`src/rtl/uart_host_pkg.sv`:
```
package uart_host_pkg;
  localparam int DW = 8;
  localparam int AW = 6;
  localparam int MODE_RXSEL_BIT = 6;

  localparam logic [AW-1:0] OFS_MODE = 6'h00;
  localparam logic [AW-1:0] OFS_STAT = 6'h04;
  localparam logic [AW-1:0] OFS_CMD  = 6'h08;
  localparam logic [AW-1:0] OFS_DATA = 6'h0C;
  localparam logic [AW-1:0] OFS_AUX  = 6'h10;
  localparam logic [AW-1:0] OFS_INT  = 6'h14;
  localparam logic [AW-1:0] OFS_DIVH = 6'h18;
  localparam logic [AW-1:0] OFS_DIVL = 6'h1C;

  typedef enum logic [2:0] {
    MC_NONE    = 3'd0,
    MC_PTR_RST = 3'd1,
    MC_RX_RST  = 3'd2,
    MC_TX_RST  = 3'd3,
    MC_ERR_RST = 3'd4,
    MC_BRK_CLR = 3'd5,
    MC_BRK_ON  = 3'd6,
    MC_BRK_OFF = 3'd7
  } misc_code_e;

  typedef enum logic [1:0] {
    EN_KEEP = 2'd0,
    EN_ON   = 2'd1,
    EN_OFF  = 2'd2,
    EN_RSVD = 2'd3
  } en_code_e;

  typedef struct packed {
    logic ptr_rst;
    logic rx_rst;
    logic tx_rst;
    logic brk_clr;
    logic tx_on;
    logic tx_off;
    logic rx_on;
    logic rx_off;
  } cmd_act_t;

  function automatic logic [DW-1:0] pack_status(input logic not_empty, input logic full,
                                                input logic tx_rdy, input logic tx_emp);
    return {4'b0000, tx_emp, tx_rdy, full, not_empty};
  endfunction

  function automatic logic rx_irq_source(input logic sel_full, input logic not_empty,
                                         input logic full);
    return sel_full ? full : not_empty;
  endfunction

  function automatic logic [DW-1:0] pack_isr(input logic tx_src, input logic rx_src,
                                             input logic brk);
    return {5'b00000, brk, rx_src, tx_src};
  endfunction

  function automatic logic next_enable(input logic cur, input logic on, input logic off,
                                       input logic rst);
    if (on)       return 1'b1;
    else if (off) return 1'b0;
    else if (rst) return 1'b0;
    else          return cur;
  endfunction
endpackage

```
`src/rtl/uart_cmd_decode.sv`:
```
module uart_cmd_decode
  import uart_host_pkg::*;
(
  input  logic       valid,
  input  logic [6:0] cmd,
  output cmd_act_t   act
);
  misc_code_e misc;
  en_code_e   txf;
  en_code_e   rxf;

  always_comb begin
    misc = misc_code_e'(cmd[6:4]);
    txf  = en_code_e'(cmd[3:2]);
    rxf  = en_code_e'(cmd[1:0]);
    act.ptr_rst = valid && (misc == MC_PTR_RST);
    act.rx_rst  = valid && (misc == MC_RX_RST);
    act.tx_rst  = valid && (misc == MC_TX_RST);
    act.brk_clr = valid && (misc == MC_BRK_CLR);
    act.tx_on   = valid && (txf == EN_ON);
    act.tx_off  = valid && (txf == EN_OFF);
    act.rx_on   = valid && (rxf == EN_ON);
    act.rx_off  = valid && (rxf == EN_OFF);
  end
endmodule

```
`src/rtl/uart_rx_queue.sv`:
```
module uart_rx_queue #(
  parameter int DEPTH = 4,
  parameter int W     = 8
) (
  input  logic         clk,
  input  logic         rst_n,
  input  logic         flush,
  input  logic         push_byte,
  input  logic [W-1:0] push_data,
  input  logic         push_brk,
  input  logic         pop,
  output logic [W-1:0] head,
  output logic         empty,
  output logic         full
);
  localparam int CW = $clog2(DEPTH + 1);
  localparam logic [CW-1:0] CAP = CW'(DEPTH);

  logic [W-1:0]  mem_q [DEPTH];
  logic [W-1:0]  mem_d [DEPTH];
  logic [CW-1:0] cnt_q, cnt_mid, cnt_d, wr_pos;
  logic          pop_ok, do_push, at_cap;

  always_comb begin
    pop_ok  = pop && (cnt_q != '0);
    cnt_mid = cnt_q - CW'(pop_ok);
    do_push = push_byte || push_brk;
    at_cap  = (cnt_mid == CAP);
    wr_pos  = at_cap ? CW'(DEPTH - 1) : cnt_mid;
    for (int i = 0; i < DEPTH - 1; i++) mem_d[i] = pop_ok ? mem_q[i+1] : mem_q[i];
    mem_d[DEPTH-1] = mem_q[DEPTH-1];
    for (int i = 0; i < DEPTH; i++)
      if (do_push && (wr_pos == CW'(i))) mem_d[i] = push_brk ? '0 : push_data;
    if (flush)        cnt_d = '0;
    else if (do_push) cnt_d = at_cap ? cnt_mid : cnt_mid + 1'b1;
    else              cnt_d = cnt_mid;
  end

  always_ff @(posedge clk) begin
    if (!rst_n) begin
      cnt_q <= '0;
      for (int i = 0; i < DEPTH; i++) mem_q[i] <= '0;
    end else begin
      cnt_q <= cnt_d;
      for (int i = 0; i < DEPTH; i++) mem_q[i] <= mem_d[i];
    end
  end

  assign head  = mem_q[0];
  assign empty = (cnt_q == '0);
  assign full  = (cnt_q == CAP);


  rxq_bound_chk: assert property (@(posedge clk) disable iff (!rst_n) cnt_q <= CAP);

  rxq_no_push_full_chk: assert property (@(posedge clk) disable iff (!rst_n)
    push_byte |-> (cnt_q != CAP));

  rxq_flush_chk: assert property (@(posedge clk) disable iff (!rst_n) flush |=> empty);

  rxq_pop_chk: assert property (@(posedge clk) disable iff (!rst_n)
    (pop && !empty && !do_push && !flush) |=> (cnt_q == $past(cnt_q) - 1'b1));
endmodule

```
`src/rtl/uart_tx_hold.sv`:
```
module uart_tx_hold #(
  parameter int W = 8
) (
  input  logic         clk,
  input  logic         rst_n,
  input  logic         load,
  input  logic [W-1:0] load_data,
  input  logic         drop,
  input  logic         enable,
  input  logic         out_ready,
  output logic         pend,
  output logic         out_valid,
  output logic [W-1:0] out_data
);
  logic         pend_q;
  logic [W-1:0] data_q;
  logic         taken;

  assign taken = out_valid && out_ready;

  always_ff @(posedge clk) begin
    if (!rst_n) begin
      pend_q <= 1'b0;
      data_q <= '0;
    end else begin
      if (load) data_q <= load_data;
      if (drop)       pend_q <= 1'b0;
      else if (load)  pend_q <= 1'b1;
      else if (taken) pend_q <= 1'b0;
    end
  end

  assign pend      = pend_q;
  assign out_valid = pend_q && enable;
  assign out_data  = data_q;


  txh_hold_chk: assert property (@(posedge clk) disable iff (!rst_n)
    (pend_q && !taken && !load && !drop) |=> (pend_q && $stable(data_q)));

  txh_done_chk: assert property (@(posedge clk) disable iff (!rst_n)
    (taken && !load) |=> !pend_q);
endmodule

```
`src/rtl/uart_host_regs.sv`:
```
module uart_host_regs
  import uart_host_pkg::*;
#(
  parameter int          RXQ_DEPTH = 4,
  parameter logic [7:0]  DIV_HI    = 8'h12,
  parameter logic [7:0]  DIV_LO    = 8'h34
) (
  input  logic          clk,
  input  logic          rst_n,
  input  logic [AW-1:0] bus_addr,
  input  logic          bus_wr,
  input  logic          bus_rd,
  input  logic [DW-1:0] bus_wdata,
  output logic [DW-1:0] bus_rdata,
  output logic          irq,
  output logic          tx_valid,
  output logic [DW-1:0] tx_data,
  input  logic          tx_ready,
  input  logic          rx_valid,
  input  logic [DW-1:0] rx_data,
  output logic          rx_ready,
  input  logic          rx_break
);
  logic [DW-1:0] mode_a, mode_b, imr;
  logic          mode_ptr, tx_en, rx_en, brk_flag;
  logic          wr_mode, wr_cmd, wr_data, wr_int, rd_pop;
  cmd_act_t      act;
  logic [DW-1:0] rxq_head;
  logic          rxq_empty, rxq_full, tx_pend;
  logic [DW-1:0] status, isr;

  assign wr_mode = bus_wr && (bus_addr == OFS_MODE);
  assign wr_cmd  = bus_wr && (bus_addr == OFS_CMD);
  assign wr_data = bus_wr && (bus_addr == OFS_DATA);
  assign wr_int  = bus_wr && (bus_addr == OFS_INT);
  assign rd_pop  = bus_rd && (bus_addr == OFS_DATA);

  uart_cmd_decode u_cmd (
    .valid (wr_cmd),
    .cmd   (bus_wdata[6:0]),
    .act   (act)
  );

  always_ff @(posedge clk) begin
    if (!rst_n) begin
      mode_a   <= '0;
      mode_b   <= '0;
      mode_ptr <= 1'b0;
      tx_en    <= 1'b0;
      rx_en    <= 1'b0;
      brk_flag <= 1'b0;
      imr      <= '0;
    end else begin
      if (wr_mode) begin
        if (mode_ptr) mode_b <= bus_wdata;
        else          mode_a <= bus_wdata;
        mode_ptr <= 1'b1;
      end else if (act.ptr_rst) begin
        mode_ptr <= 1'b0;
      end
      tx_en <= next_enable(tx_en, act.tx_on, act.tx_off, act.tx_rst);
      rx_en <= next_enable(rx_en, act.rx_on, act.rx_off, act.rx_rst);
      if (rx_break)          brk_flag <= 1'b1;
      else if (act.brk_clr)  brk_flag <= 1'b0;
      if (wr_int) imr <= bus_wdata;
    end
  end

  assign rx_ready = rx_en && !rxq_full && !rx_break;

  uart_rx_queue #(.DEPTH(RXQ_DEPTH), .W(DW)) u_rxq (
    .clk       (clk),
    .rst_n     (rst_n),
    .flush     (act.rx_rst),
    .push_byte (rx_valid && rx_ready),
    .push_data (rx_data),
    .push_brk  (rx_break),
    .pop       (rd_pop),
    .head      (rxq_head),
    .empty     (rxq_empty),
    .full      (rxq_full)
  );

  uart_tx_hold #(.W(DW)) u_txh (
    .clk       (clk),
    .rst_n     (rst_n),
    .load      (wr_data),
    .load_data (bus_wdata),
    .drop      (act.tx_rst),
    .enable    (tx_en),
    .out_ready (tx_ready),
    .pend      (tx_pend),
    .out_valid (tx_valid),
    .out_data  (tx_data)
  );

  assign status = pack_status(!rxq_empty, rxq_full, tx_en, !tx_pend);
  assign isr    = pack_isr(tx_en,
                           rx_irq_source(mode_a[MODE_RXSEL_BIT], !rxq_empty, rxq_full),
                           brk_flag);
  assign irq    = |(isr & imr);

  always_comb begin
    case (bus_addr)
      OFS_MODE: bus_rdata = mode_ptr ? mode_b : mode_a;
      OFS_STAT: bus_rdata = status;
      OFS_DATA: bus_rdata = rxq_empty ? '0 : rxq_head;
      OFS_INT:  bus_rdata = isr;
      OFS_DIVH: bus_rdata = DIV_HI;
      OFS_DIVL: bus_rdata = DIV_LO;
      default:  bus_rdata = '0;
    endcase
  end


  mode_ptr_adv_chk: assert property (@(posedge clk) disable iff (!rst_n) wr_mode |=> mode_ptr);

  mode_ptr_rst_chk: assert property (@(posedge clk) disable iff (!rst_n)
    act.ptr_rst |=> !mode_ptr);

  tx_reset_chk: assert property (@(posedge clk) disable iff (!rst_n)
    (act.tx_rst && !act.tx_on) |=> (!tx_en && !tx_pend));

  rx_reset_chk: assert property (@(posedge clk) disable iff (!rst_n)
    (act.rx_rst && !act.rx_on) |=> (!rx_en && rxq_empty));

  brk_set_chk: assert property (@(posedge clk) disable iff (!rst_n) rx_break |=> brk_flag);

  irq_needs_mask_chk: assert property (@(posedge clk) disable iff (!rst_n)
    irq |-> (imr != '0));

  ignored_write_chk: assert property (@(posedge clk) disable iff (!rst_n)
    (bus_wr && (bus_addr == OFS_STAT || bus_addr == OFS_AUX))
      |=> $stable({mode_a, mode_b, mode_ptr, tx_en, rx_en, imr}));
endmodule

```
`config.mk`:
```
export PLATFORM = sky130hd
export DESIGN_NAME = uart_host_regs
export DESIGN_NICKNAME = d
export VERILOG_FILES = /design/src/rtl/uart_host_pkg.sv /design/src/rtl/uart_cmd_decode.sv /design/src/rtl/uart_rx_queue.sv /design/src/rtl/uart_tx_hold.sv /design/src/rtl/uart_host_regs.sv
export SDC_FILE = /design/constraint.sdc
export NUM_CORES = 1
export LEC_CHECK = 0
export ABC_AREA = 0
export BUFFER_PORTS_ARGS = -buffer_cell sky130_fd_sc_hd__buf_2
export CAP_MARGIN = 25
export CORE_MARGIN = 3
export CORE_UTILIZATION = 50
export DETAILED_ROUTE_END_ITERATION = 8
export PLACE_DENSITY = 0.8
export SLEW_MARGIN = 20
export SYNTH_ARGS = -nofsm -noshare
export SYNTH_HDL_FRONTEND = slang
export SYNTH_SLANG_ARGS = --single-unit
```
`constraint.sdc`:
```
create_clock -name clk -period 4.4 [get_ports clk]
set_input_delay 0.44 -clock clk [delete_from_list [all_inputs] [get_ports clk]]
set_output_delay 0.44 -clock clk [all_outputs]
set_load 0.005 [all_outputs]
```
==> insert_results.sql <==
INSERT INTO impl_metrics (metric_group, metric, value, unit) VALUES
('run_status', 'result_of_the_run', 'complete, no violations', ''),
('die', 'count_of_boundary_i_o_pins', '48', ''),
('grt', 'number_of_antenna_violations_at_the_first_check_in_global_routing', '0', ''),
('placed_design', 'io_buffer_count', '47', ''),
('grt', 'pin_count_of_the_biggest_net_entering_global_routing', '30', ''),
('setup_path', 'crit_type', 'reg -> reg', ''),
('sta', 'rsz_0062_raised_after_global_routing', 'no', ''),
('clock_tree', 'ctsResizeCount', '0', ''),
('sta', 'timing.clock.skew', '0.00448', 'ns'),
('logic_synthesis', 'netlist-cell-type-count', '52', ''),
('placed_design', 'gpl.final_weighted_congestion', '0.925', ''),
('die', 'die-width', '87.1', 'um'),
('route', 'initialDrtViolationCount', '329', ''),
('power', 'p_per_area', '366', 'nW/um^2'),
('setup_path', 'critical_path.startpoint_type', 'flip-flop', ''),
('worst_hold_path', 'hold_path_end', 'tx_en', ''),
('die', 'core_region_area', '6130', 'sq um'),
('clock_tree', 'clock-root-buffer', 'clkbuf_8', ''),
('die', 'area_of_the_die', '7580', 'sq um'),
('logic_synthesis', 'synth_area_per_cell', '8.30', 'sq um'),
('sta', 'max_slew_headroom', '33.8', '%'),
('setup_path', 'worst_r2r_endpoint', 'u_rxq.mem_q[0][2]', ''),
('logic_synthesis', 'synth_fp_nets', '432', ''),
('logic_synthesis', 'post_synth_inst_count', '396', ''),
('clock_tree', 'cts_setup_buffers', '0', ''),
('sta', 'fin_tns_setup', '0', 'ns'),
('logic_synthesis', 'most_frequently_used_flop_master_after_synthesis', 'dfxtp_1', ''),
('finish', 'finalNetCount', '472', ''),
('sta', 'timing_worst_slew_pin_value', '0.992', 'ns'),
('sta', 'fmaxAchievable', '0.289', 'GHz'),
('sta', 'setup_viol', '0', ''),
('setup_path', 'depth_of_the_worst_register_to_register_path', '12', ''),
('clock_tree', 'tritoncts_num_sinks', '67', ''),
('setup_path', 'r2r_setup_slack', '0.94', 'ns'),
('die', 'fp-row-count', '28', ''),
('sta', 'hold_violations', '0', ''),
('route', 'dr_total_vias', '3082', ''),
('logic_synthesis', 'synth_largest_type_area_fraction', '40.8', '%'),
('logic_synthesis', 'synth.top_cells.by_count', '67 x dfxtp_1, 67 x nand2_1, 36 x o21ai_0', ''),
('grt', 'grt.total_usage', '22.8', '%'),
('die', 'die_height', '87.1', 'um'),
('clock_tree', 'clk-insertion-delay-late', '0.34', 'ns'),
('setup_path', 'critical_path_peak_fanout', '25', ''),
('route', 'detail_route.wl_per_cell', '16.0', 'um'),
('route', 'aggregate_routed_wire_length', '8.24', 'mm'),
('logic_synthesis', 'synthTopCellsByArea', 'dfxtp_1 41%, mux2i_1 10%, nand2_1 7.7%', ''),
('die', 'starting_density', '53.6', '%'),
('clock_tree', 'cts_max_level', '3', ''),
('route', 'antenna_violating_nets_left', '0', ''),
('setup_path', 'crit_arrival', '3.66', 'ns'),
('setup_path', 'critical_path_required', '4.60', 'ns'),
('logic_synthesis', 'post_synthesis_sequential_area_ratio', '40.8', '%'),
('route', 'drc_errors', '0', ''),
('grt', 'gr-total-overflow', '0', ''),
('setup_path', 'critical_path.reg2reg.startpoint', 'u_rxq.cnt_q[2]', ''),
('logic_synthesis', 'asyncSetResetFlopFracSynth', '0', '%'),
('sta', 'final_slew_viol_count', '0', ''),
('job', 'max_cap_viol_count', '0', ''),
('finish', 'diodes', '0', ''),
('setup_path', 'kind_of_end_point_of_the_critical_path', 'flip-flop', ''),
('clock_tree', 'cts.path.max_buffers', '2', ''),
('clock_tree', 'tritoncts', 'built', ''),
('sta', 'fin_crit', '3.46', 'ns'),
('sta', 'timing.final.crit_share', '78.7', '%'),
('worst_hold_path', 'min_from', 'bus_wdata[3]', ''),
('grt', 'via_count_of_the_first_global_routing_pass', '2752', ''),
('logic_synthesis', 'synth_edf_count', '0', ''),
('route', 'detailedRoute.firstPassIterationCount', '5', ''),
('clock_tree', 'clk_pin_slew_worst_paths', '0.08', 'ns'),
('sta', 'hold_slack', '0.330', 'ns'),
('worst_hold_path', 'worstHoldPathCells', '2', '');
==> cells by family after synthesis <==
group	synth area share (%)
compound gates	18.2
xor+xnor	0.495
fa+ha+maj	2.66
buf+inv	4.95
flops	40.8
mux	10.7
simple gates	22.2
==> stage by stage <==
step	power, mW	setup WS (ns)	cells	instance area [sq um]	utilization, %
after global routing	1.43	0.623	516	3770	61.5
after floorplan	0.730	1.13	396	3290	-
after CTS	1.39	0.989	516	3770	61.5
final	1.38	0.939	516	3770	61.5
after detailed placement	0.774	0.678	500	3530	57.6
after global placement	0.769	0.770	500	3530	57.6
==> cell type report <==
type / instances / area [sq um]
clock buffer: 9 / 124
timing repair buffer: 51 / 265
multi-input combinational: 296 / 1780
fill: 524 / 2360
sequential: 67 / 1340
clock inverter: 7 / 116
tap: 75 / 93.8
inverter: 11 / 46.3
==> power breakdown <==
part	total, mW	switching [mW]	internal (mW)
registers	0.640	0.0138	0.626
logic	0.123	0.0787	0.0438
clock network	0.619	0.244	0.375
total	1.38	0.336	1.05
==> layout by cell type (no fill, tap or decap), types with 10 or more instances in the layout <==
master    n
buf_2    47
nand2_1  67
mux2i_1  34
o21ai_0  36
dfxtp_1  67
nor2_1   32
a21oi_1  17
inv_1    10
nand3_1  13
a31oi_1  23
==> metal layers <==
metal  track usage [%]  part of all wire (%)
met1              32.4                    46
met2              33.8                    45
met3              3.60                   7.7
met4              9.92                   1.6
met5                 0                     0
==> worst max-delay path, cell delays in order (launching register included) <==
cell and delay (ns):
dfxtp_1 0.38, o31ai_1 0.34, or3_1 0.23, clkinv_4 0.18, ha_1 0.25, ha_1 0.22
xnor2_2 0.35, nand2b_1 0.16, ha_1 0.16, and2_1 0.13, nand4_1 0.48, o21ai_0 0.35
a31oi_1 0.06
==> how the worst max path moves through the flow <==
| stage | endpoint | startpoint |
|---|---|---|
| detailed placement | u_rxq.mem_q[0][2] | bus_addr[2] |
| CTS | u_rxq.mem_q[0][2] | u_rxq.cnt_q[2] |
| finish | u_rxq.mem_q[0][2] | u_rxq.cnt_q[2] |
| floorplan | u_rxq.mem_q[0][5] | bus_addr[2] |
| global route | u_rxq.mem_q[0][4] | u_rxq.cnt_q[2] |
| global placement | u_rxq.mem_q[0][0] | bus_addr[1] |
==> sequential cells by signal (all words and copies together) (netlist names) <==
register / flops
u_rxq.mem_q: 32
mode_a: 8
mode_b: 8
u_txh.out_data: 8
imr: 3
u_rxq.cnt_q: 3
brk_flag: 1
mode_ptr: 1
rx_en: 1
tx_en: 1
u_txh.pend: 1
No activity file was read; power rests on OpenSTA's default activity.
